<file path="config.mk">
export PLATFORM = sky130hd
export DESIGN_NAME = ts_timer
export DESIGN_NICKNAME = d
export VERILOG_FILES = /design/src/rtl/ts_pkg.sv /design/src/rtl/ts_prescaler.sv /design/src/rtl/ts_accum.sv /design/src/rtl/ts_regfile.sv /design/src/rtl/ts_timer.sv
export SDC_FILE = /design/constraint.sdc
export NUM_CORES = 1
export LEC_CHECK = 0
export BUFFER_PORTS_ARGS = -buffer_cell sky130_fd_sc_hd__buf_2
export CORE_MARGIN = 2
export CORE_UTILIZATION = 53
export CTS_BUF_LIST = sky130_fd_sc_hd__clkbuf_4 sky130_fd_sc_hd__clkbuf_8
export DETAILED_ROUTE_END_ITERATION = 8
export PLACE_DENSITY_LB_ADDON = 0.1
export REMOVE_ABC_BUFFERS = 1
export SYNTH_ARGS = -nofsm -noshare
export SYNTH_HDL_FRONTEND = slang
export SYNTH_HIERARCHICAL = 1
export SYNTH_SLANG_ARGS = --single-unit
</file>
<file path="constraint.sdc">
create_clock -name clk_i -period 4.2 [get_ports clk_i]
set_clock_uncertainty 0.15 [all_clocks]
set_input_delay 0.63 -clock clk_i [delete_from_list [all_inputs] [get_ports clk_i]]
set_output_delay 0.63 -clock clk_i [all_outputs]
set_load 0.01 [all_outputs]
</file>
<file path="src/rtl/ts_pkg.sv">
package ts_pkg;
  localparam int DATA_W  = 32;
  localparam int SRC_W   = 8;
  localparam int CFG_W   = SRC_W + 1;

  typedef enum logic [SRC_W-1:0] {
    SRC_NS = 8'd0,
    SRC_US = 8'd1,
    SRC_MS = 8'd2
  } ts_src_e;

  localparam logic [SRC_W-1:0] SRC_MAX = SRC_MS;

  typedef struct packed {
    logic             clr;
    logic [SRC_W-1:0] src;
  } ts_cfg_t;
endpackage

</file>
<file path="src/rtl/ts_prescaler.sv">
module ts_prescaler #(
  parameter int DIV_US = 50,
  parameter int DIV_MS = 1000
) (
  input  logic clk_i,
  input  logic rst_ni,
  input  logic clear_i,
  output logic us_tick_o,
  output logic ms_tick_o
);
  localparam int US_W = (DIV_US > 1) ? $clog2(DIV_US) : 1;
  localparam int MS_W = (DIV_MS > 1) ? $clog2(DIV_MS) : 1;
  localparam logic [US_W-1:0] US_LAST = US_W'(DIV_US - 1);
  localparam logic [MS_W-1:0] MS_LAST = MS_W'(DIV_MS - 1);

  logic [US_W-1:0] us_q;
  logic [MS_W-1:0] ms_q;

  assign us_tick_o = (us_q == US_LAST);
  assign ms_tick_o = us_tick_o && (ms_q == MS_LAST);

  always_ff @(posedge clk_i or negedge rst_ni) begin
    if (!rst_ni) begin
      us_q <= '0;
      ms_q <= '0;
    end else if (clear_i) begin
      us_q <= '0;
      ms_q <= '0;
    end else if (us_tick_o) begin
      us_q <= '0;
      ms_q <= (ms_q == MS_LAST) ? '0 : ms_q + MS_W'(1);
    end else begin
      us_q <= us_q + US_W'(1);
    end
  end

  // a clear leaves both stages at zero
  a_r8_prescale_clear: assert property (@(posedge clk_i) disable iff (!rst_ni)
    clear_i |=> (us_q == '0 && ms_q == '0));
  // first stage stays inside its period
  a_r5_us_range: assert property (@(posedge clk_i) disable iff (!rst_ni)
    us_q <= US_LAST);
  // a millisecond tick only coincides with a microsecond tick
  a_r6_ms_needs_us: assert property (@(posedge clk_i) disable iff (!rst_ni)
    ms_tick_o |-> us_tick_o);
endmodule

</file>
<file path="src/rtl/ts_accum.sv">
module ts_accum
  import ts_pkg::*;
#(
  parameter int CNT_W   = 32,
  parameter int STEP_NS = 20
) (
  input  logic             clk_i,
  input  logic             rst_ni,
  input  ts_cfg_t          cfg_i,
  input  logic             us_tick_i,
  input  logic             ms_tick_i,
  output logic [CNT_W-1:0] cnt_o
);
  localparam logic [CNT_W-1:0] STEP = CNT_W'(STEP_NS);

  logic [CNT_W-1:0] cnt_q, cnt_d;

  always_comb begin
    cnt_d = cnt_q;
    if (cfg_i.clr) begin
      cnt_d = '0;
    end else begin
      unique case (cfg_i.src)
        SRC_NS:  cnt_d = cnt_q + STEP;
        SRC_US:  if (us_tick_i) cnt_d = cnt_q + CNT_W'(1);
        SRC_MS:  if (ms_tick_i) cnt_d = cnt_q + CNT_W'(1);
        default: cnt_d = cnt_q;
      endcase
    end
  end

  always_ff @(posedge clk_i or negedge rst_ni) begin
    if (!rst_ni) cnt_q <= '0;
    else         cnt_q <= cnt_d;
  end

  assign cnt_o = cnt_q;

  // held clear forces zero
  a_r3_clr_zero: assert property (@(posedge clk_i) disable iff (!rst_ni)
    cfg_i.clr |=> cnt_q == '0);
  // invalid selector freezes the count
  a_r7_invalid_hold: assert property (@(posedge clk_i) disable iff (!rst_ni)
    (!cfg_i.clr && cfg_i.src > SRC_MAX) |=> cnt_q == $past(cnt_q));
  // nanosecond step, modular
  a_r4_ns_step: assert property (@(posedge clk_i) disable iff (!rst_ni)
    (!cfg_i.clr && cfg_i.src == SRC_NS) |=> cnt_q == $past(cnt_q) + STEP);
  // microsecond rate advances at most by one
  a_r5_us_step: assert property (@(posedge clk_i) disable iff (!rst_ni)
    (!cfg_i.clr && cfg_i.src == SRC_US && !us_tick_i) |=> cnt_q == $past(cnt_q));
endmodule

</file>
<file path="src/rtl/ts_regfile.sv">
module ts_regfile
  import ts_pkg::*;
#(
  parameter int              ADDR_W   = 12,
  parameter logic [ADDR_W-1:0] CFG_ADDR = 12'h600,
  parameter logic [ADDR_W-1:0] CNT_ADDR = 12'h602
) (
  input  logic              clk_i,
  input  logic              rst_ni,
  input  logic              wr_i,
  input  logic              rd_i,
  input  logic [ADDR_W-1:0] addr_i,
  input  logic [DATA_W-1:0] wdata_i,
  input  logic [DATA_W-1:0] cnt_i,
  output ts_cfg_t           cfg_o,
  output logic              src_chg_o,
  output logic [DATA_W-1:0] rdata_o
);
  ts_cfg_t           cfg_q;
  logic [DATA_W-1:0] rdata_q;
  logic              cfg_wr;

  assign cfg_wr    = wr_i && (addr_i == CFG_ADDR);
  assign src_chg_o = cfg_wr && (wdata_i[SRC_W-1:0] != cfg_q.src);

  always_ff @(posedge clk_i or negedge rst_ni) begin
    if (!rst_ni)     cfg_q <= '0;
    else if (cfg_wr) cfg_q <= ts_cfg_t'(wdata_i[CFG_W-1:0]);
  end

  always_ff @(posedge clk_i or negedge rst_ni) begin
    if (!rst_ni) begin
      rdata_q <= '0;
    end else if (rd_i) begin
      if (addr_i == CFG_ADDR)      rdata_q <= DATA_W'(cfg_q);
      else if (addr_i == CNT_ADDR) rdata_q <= cnt_i;
      else                         rdata_q <= '0;
    end
  end

  assign cfg_o   = cfg_q;
  assign rdata_o = rdata_q;

  // count read is a one-cycle snapshot
  a_r10_read_snap: assert property (@(posedge clk_i) disable iff (!rst_ni)
    (rd_i && addr_i == CNT_ADDR) |=> rdata_o == $past(cnt_i));
  // data holds when no read
  a_r10_read_hold: assert property (@(posedge clk_i) disable iff (!rst_ni)
    !rd_i |=> $stable(rdata_o));
  // config readback has no stray upper bits
  a_r2_cfg_readback: assert property (@(posedge clk_i) disable iff (!rst_ni)
    (rd_i && addr_i == CFG_ADDR) |=> rdata_o[DATA_W-1:CFG_W] == '0);
  // non-config writes leave config alone
  a_r11_cfg_stable: assert property (@(posedge clk_i) disable iff (!rst_ni)
    !cfg_wr |=> $stable(cfg_q));
endmodule

</file>
<file path="src/rtl/ts_timer.sv">
module ts_timer
  import ts_pkg::*;
#(
  parameter int                CNT_W    = 32,
  parameter int                CLK_NS   = 20,
  parameter int                DIV_US   = 50,
  parameter int                DIV_MS   = 1000,
  parameter int                ADDR_W   = 12,
  parameter logic [ADDR_W-1:0] CFG_ADDR = 12'h600,
  parameter logic [ADDR_W-1:0] CNT_ADDR = 12'h602
) (
  input  logic              clk_i,
  input  logic              rst_ni,
  input  logic              bus_wr_i,
  input  logic              bus_rd_i,
  input  logic [ADDR_W-1:0] bus_addr_i,
  input  logic [31:0]       bus_wdata_i,
  output logic [31:0]       bus_rdata_o
);
  ts_cfg_t           cfg;
  logic              src_chg;
  logic              us_tick, ms_tick;
  logic [CNT_W-1:0]  cnt;
  logic [DATA_W-1:0] cnt_ext;

  generate
    if (CNT_W < DATA_W) begin : g_pad
      assign cnt_ext = {{(DATA_W-CNT_W){1'b0}}, cnt};
    end else begin : g_full
      assign cnt_ext = cnt[DATA_W-1:0];
    end
  endgenerate

  ts_regfile #(
    .ADDR_W  (ADDR_W),
    .CFG_ADDR(CFG_ADDR),
    .CNT_ADDR(CNT_ADDR)
  ) u_regs (
    .clk_i    (clk_i),
    .rst_ni   (rst_ni),
    .wr_i     (bus_wr_i),
    .rd_i     (bus_rd_i),
    .addr_i   (bus_addr_i),
    .wdata_i  (bus_wdata_i),
    .cnt_i    (cnt_ext),
    .cfg_o    (cfg),
    .src_chg_o(src_chg),
    .rdata_o  (bus_rdata_o)
  );

  ts_prescaler #(
    .DIV_US(DIV_US),
    .DIV_MS(DIV_MS)
  ) u_pre (
    .clk_i    (clk_i),
    .rst_ni   (rst_ni),
    .clear_i  (src_chg || cfg.clr),
    .us_tick_o(us_tick),
    .ms_tick_o(ms_tick)
  );

  ts_accum #(
    .CNT_W  (CNT_W),
    .STEP_NS(CLK_NS)
  ) u_acc (
    .clk_i    (clk_i),
    .rst_ni   (rst_ni),
    .cfg_i    (cfg),
    .us_tick_i(us_tick),
    .ms_tick_i(ms_tick),
    .cnt_o    (cnt)
  );

  // selector change restarts the prescaler, so no tick follows at once
  a_r8_chg_no_tick: assert property (@(posedge clk_i) disable iff (!rst_ni)
    src_chg |=> !us_tick || (DIV_US == 1));
endmodule

</file>
==> reports/metrics.yaml, run 1 <==
outcome: "completed"
yosysTopAreaCellShare_pct: 47.4
clk_latency_ps: 350
clockBufferDepth: 2
io_pins: 80
clk_pin_slew_ps: 90
crit_chain: "inv_1, ha_1, nor4bb_1, buf_4, nand2_1, nor2_1, nor2b_1, a2111oi_4, o221ai_2, or4_1, a21oi_1"
overflow: 0
grtUsageTotal_pct: 22.6
register_area_mm2: 0.00223
yosys.area.top_type: "dfrtp_1"
design.die.area_mm2: 0.00964
fin_crit_sh_pct: 86.4
num-fill-cells: 775
synthFlopType: "dfrtp_1"
cts_sinks: 89
drt_iter0_markers: 199
grt_start_max_net_pins: 78
critPathKind: "flop to flop"
rsz0062_at_grt: "no"
power_mw: 2.02
cts_tree: "built"
crit_path_end_kind: "flop"
async_reset_ff_share_pct: 100
cpPeakStageDelay_ps: 680
post-cts-setup-buffer-count: 0
cts_buffers: 9
rows: 34
port_buffers: 56
crit_buf_inv: 2
vias_per_cell: 5.81
finalSetupViolations: 0
drtPass1Iterations: 4
whs_ps: 277
synth_edf_count: 0
power_density_mw_per_mm2: 388
grt_pass1_wl_um: 17800
synth_top_cells_by_count: "dfrtp_1 (89), inv_1 (60), a21oi_1 (33), o22ai_1 (26), nor2_1 (24)"
yosysMostFrequentCell: "dfrtp_1"
synth_warnings: 6
worstMarginPinSlew_ps: 1100
htree_num_levels: 3
crit_family: "simple AND/OR/NAND/NOR gates"
wl_per_cell_um: 15.9
area.growth.synth_to_final_pct: 11.0
syn_inst: 486
slew_violations: 0
hpwl_um: 6950
holdCritPathClass: "primary input to async pin"
placed_cell_area_mm2: 0.00505
num_vias: 3760
syn_area_mm2: 0.00470
fin_area_mm2: 0.00522
critPathRequiredTime_ps: 4320
worstSetupStartpointType: "flop"
multi_input_area_mm2: 0.00214
ant_nets: 0
peakVddDrop_v: 0.000191
fmax_ghz: 0.276
core_mm2: 0.00868
final-hold-violation-count: 0
synth-seq-area-share_pct: 47.4
cpMaxStageDelayCell: "or4_1"
leakage_nw: 2.35
arrival_ps: 3750
cts_hold_buf: 0
start_util_pct: 54.2
slew_headroom_pct: 26.9
synth.distinct_cells: 49
grt_pass1_vias: 3661
period_minus_slack_ps: 3630
max_cap_violations: 0
gp_congestion: 0.808
final_util_pct: 60.1
drc: 0
ys_seq_elements: 89
cts_root_buf: "clkbuf_8"
synth_area_leaders: "dfrtp_1 (47%), inv_1 (4.8%), a21oi_1 (3.5%)"
drive_above_1_share_pct: 18.7
die_h_um: 98.2
diodes: 0
syn_avg_cell_area_um2: 9.68
cts_resized: 0
fin_nets: 589
antenna_found_initial: 0
die_width_um: 98.2
tns_ps: 0
critPathMaxFanout: 27
routed_wl_um: 10300
==> cells by family (layout without fill, tap and decap cells) <==
group                    Yosys count  after routing  share of synthesized area (%)
AO/OA/AOI/OAI                    117            117                           16.0
XOR/XNOR                          23             23                           4.28
flip-flops                        89             89                           47.4
adder cells (fa/ha/maj)            5              5                           1.33
multiplexers                      12             12                           2.79
buffers and inverters             83            136                           7.16
AND/OR/NAND/NOR                  157            157                           21.1
==> flip-flops by register name, indices dropped and copies added (netlist names) <==
signal,count
u_pre/ms_q,10
u_pre/us_q,6
u_regs/cfg_o,9
u_regs/rdata_o,32
u_acc/cnt_o,32
==> cell type report <==
type	count	area share [%]
Timing Repair Buffer	62	6.28
Inverter	60	4.32
Multi-Input combinational cell	314	41.0
Sequential cell	89	42.7
Tap cell	108	2.59
Clock inverter	3	0.360
Clock buffer	11	2.78
==> worst paths after layout <==
| kind | startpoint | endpoint | slack (ps) | cells past startpoint |
|---|---|---|---|---|
| max in group asynchronous | rst_ni | u_regs/rdata_o[1] | 2870 | 2 |
| min reg2reg | u_regs/rdata_o[29] | u_regs/rdata_o[29] | 370 | 2 |
| max reg2reg | u_pre/us_q[1] | u_acc/cnt_o[25] | 570 | 11 |
| max | u_pre/us_q[1] | u_acc/cnt_o[25] | 570 | 11 |
| min | rst_ni | u_regs/rdata_o[23] | 280 | 1 |
| min in group clk_i | bus_wdata_i[8] | u_regs/cfg_o[8] | 360 | 2 |
==> layer usage <==
metal	share of wire, %	vias up	global-route usage (%)
li1	-	1841	-
met1	47	1844	32.1
met2	49	68	36.2
met3	3.5	7	4.22
met4	0.68	0	5.37
met5	0	-	0
==> layout by cell type, fill, tap and decap left out, types with 2 or more instances in the layout <==
cell type / instances
nand4_4: 2
and4_1: 2
a21oi_1: 33
inv_1: 60
nor2_1: 24
or4_1: 19
o21ai_0: 21
nor3_1: 2
nand2_1: 23
dfrtp_1: 89
buf_2: 55
o31ai_1: 20
or2_2: 2
o221ai_2: 2
xnor2_1: 5
clkbuf_8: 10
nand2b_1: 2
nor4_1: 4
mux2_2: 9
a41oi_1: 9
nand3_1: 18
mux2i_1: 3
ha_1: 5
o22ai_1: 26
and3b_1: 9
and3_1: 6
nor2b_1: 12
or3_1: 10
clkinv_2: 2
xor2_1: 18
nand4_1: 9
a31oi_1: 2
and2_1: 2
buf_4: 7
==> stage by stage <==
stage	cells	setup WS (ps)
floorplan	463	668
global placement	633	718
detailed placement	633	653
CTS	647	596
global route	647	292
finish	647	571
==> where the power goes <==
group	switching (mW)	internal [mW]	leakage (nW)
Combinational	0.262	0.163	1.07
Sequential	0.126	0.949	1.20
Clock	0.292	0.231	0.0884
Total	0.680	1.34	2.35
Note: power is estimated with default switching activity, not from simulation.
==> run 2, diff against run 1 <==
- RECOVER_POWER: unset -> 100
==> reports/metrics.yaml, run 2 (same netlist as run 1, synthesis figures left out) <==
p_clk_share_pct: 26.0
gp_congestion: 0.808
max_cap_violations: 1
clk_latency_ps: 350
switching_share_pct: 33.6
vias_per_cell: 5.85
start_util_pct: 54.2
antenna_found_initial: 0
cts_sinks: 89
overflow: 0
power_mw: 2.02
fin_ws_ps: 617
cts_buffers: 9
final-hold-violation-count: 0
final_util_pct: 58.9
clk_pin_slew_ps: 80
reg2regPathDepth: 11
period_minus_slack_ps: 3580
grt_start_max_net_pins: 78
arrival_ps: 3710
holdCritPathClass: "primary input to flop"
worstSetupStartpointType: "flop"
seqPwrFrac_pct: 53.2
critPathKind: "flop to flop"
cts_hold_buf: 0
design.die.area_mm2: 0.00964
cts_resized: 0
wl_per_cell_um: 16.0
grt_pass1_vias: 3661
whs_ps: 360
drive_above_1_share_pct: 11.3
diodes: 0
finalSetupViolations: 0
tns_ps: 0
reg2reg_from: "u_pre/us_q[1]"
die_h_um: 98.2
grt_pass1_wl_um: 17800
cts_tree: "built"
ant_nets: 0
clockBufferDepth: 2
rr_endpoint: "u_acc/cnt_o[25]"
post-cts-setup-buffer-count: 0
r2r_slack_ps: 620
violations: "capacitance limit, slew limit"
crit_end: "u_acc/cnt_o[25]"
outcome: "complete, but fails checks"
die_width_um: 98.2
fin_nets: 589
final_cell_mix: "dfrtp_1 (89), inv_1 (60), clkbuf_1 (34), a21oi_1 (34), o22ai_1 (26)"
peakVddDrop_v: 0.000192
dp_slack_ps: 653
rows: 34
routed_wl_um: 10300
hpwl_um: 6950
fin_crit_sh_pct: 85.3
drtPass1Iterations: 4
drc: 0
switchingPower_mw: 0.678
grtUsageTotal_pct: 22.6
htree_num_levels: 3
port_buffers: 56
critPathMaxFanout: 27
internal_power_mw: 1.34
crit_start: "u_pre/us_q[1]"
cts_root_buf: "clkbuf_8"
slew_violations: 78
drt_iter0_markers: 188
io_pins: 80
area.growth.synth_to_final_pct: 8.59
power_density_mw_per_mm2: 395
crit_path_end_kind: "flop"
num_vias: 3788
fmax_ghz: 0.279
rsz0062_at_grt: "no"
p_comb_share_pct: 20.8
leakage_nw: 2.17
slew_headroom_pct: -26.4
core_mm2: 0.00868
critPathRequiredTime_ps: 4320
num-fill-cells: 803
layout_commonest_cell: "dfrtp_1"
worstMarginPinSlew_ps: 1900
==> run 2: cell types whose count changed in the layout (fill, tap and decap cells not counted), moves of 2 or more <==
| cell | previous run | this run |
|---|---|---|
| buf_4 | 7 | 4 |
| clkbuf_1 | 0 | 34 |
| buf_2 | 55 | 23 |
| nand4_4 | 2 | 0 |
| nand4_1 | 9 | 12 |
==> run 2: worst min-delay path by stage <==
stage	startpoint	endpoint	slack [ps]	cells after the start
floorplan	rst_ni	u_acc/cnt_o[0]	180	0
global placement	u_pre/us_q[0]	u_pre/us_q[0]	330	1
detailed placement	u_pre/us_q[0]	u_pre/us_q[0]	360	1
CTS	rst_ni	u_regs/rdata_o[22]	320	1
global route	bus_wdata_i[8]	u_regs/cfg_o[8]	350	2
finish	bus_wdata_i[8]	u_regs/cfg_o[8]	360	2
==> run 2: area by class of cell <==
cell class	count	area (um^2)	area share, %
well taps	108	135	2.65
inverters	60	225	4.41
repair buffers	62	278	5.44
multi-input cells	314	2080	40.7
clock inverters	3	18.8	0.367
flip-flops and latches	89	2230	43.6
clock buffers	11	145	2.84
==> run 2: power by group through the flow <==
stage	Sequential [mW]	Clock, mW	Combinational (mW)
after detailed placement	1.09	0	0.425
final	1.07	0.525	0.421
after CTS	1.07	0.541	0.429
after global routing	1.10	0.573	0.486
after global placement	1.08	0	0.409
after floorplan	1.06	0	0.309
==> run 2: per-layer routing <==
layer | global-route usage [%] | share of wire [%]
met1 | 32.1 | 47
met2 | 36.2 | 48
met3 | 4.22 | 3.6
met4 | 5.37 | 0.66
met5 | 0 | 0
==> run 2: critical path, stage by stage, from the launching register on <==
cell and delay, ps:
dfrtp_1 410, inv_1 70, ha_1 120, nor4bb_1 280
buf_4 200, nand2_1 130, nor2_1 200, nor2b_1 100
a2111oi_4 510, o221ai_2 500, or4_1 670, a21oi_1 170
==> run 2: stage by stage <==
stage	instance area [um^2]	cells
detailed placement	5050	633
global placement	5050	633
CTS	5220	647
global route	5110	647
finish	5110	647
floorplan	4590	463
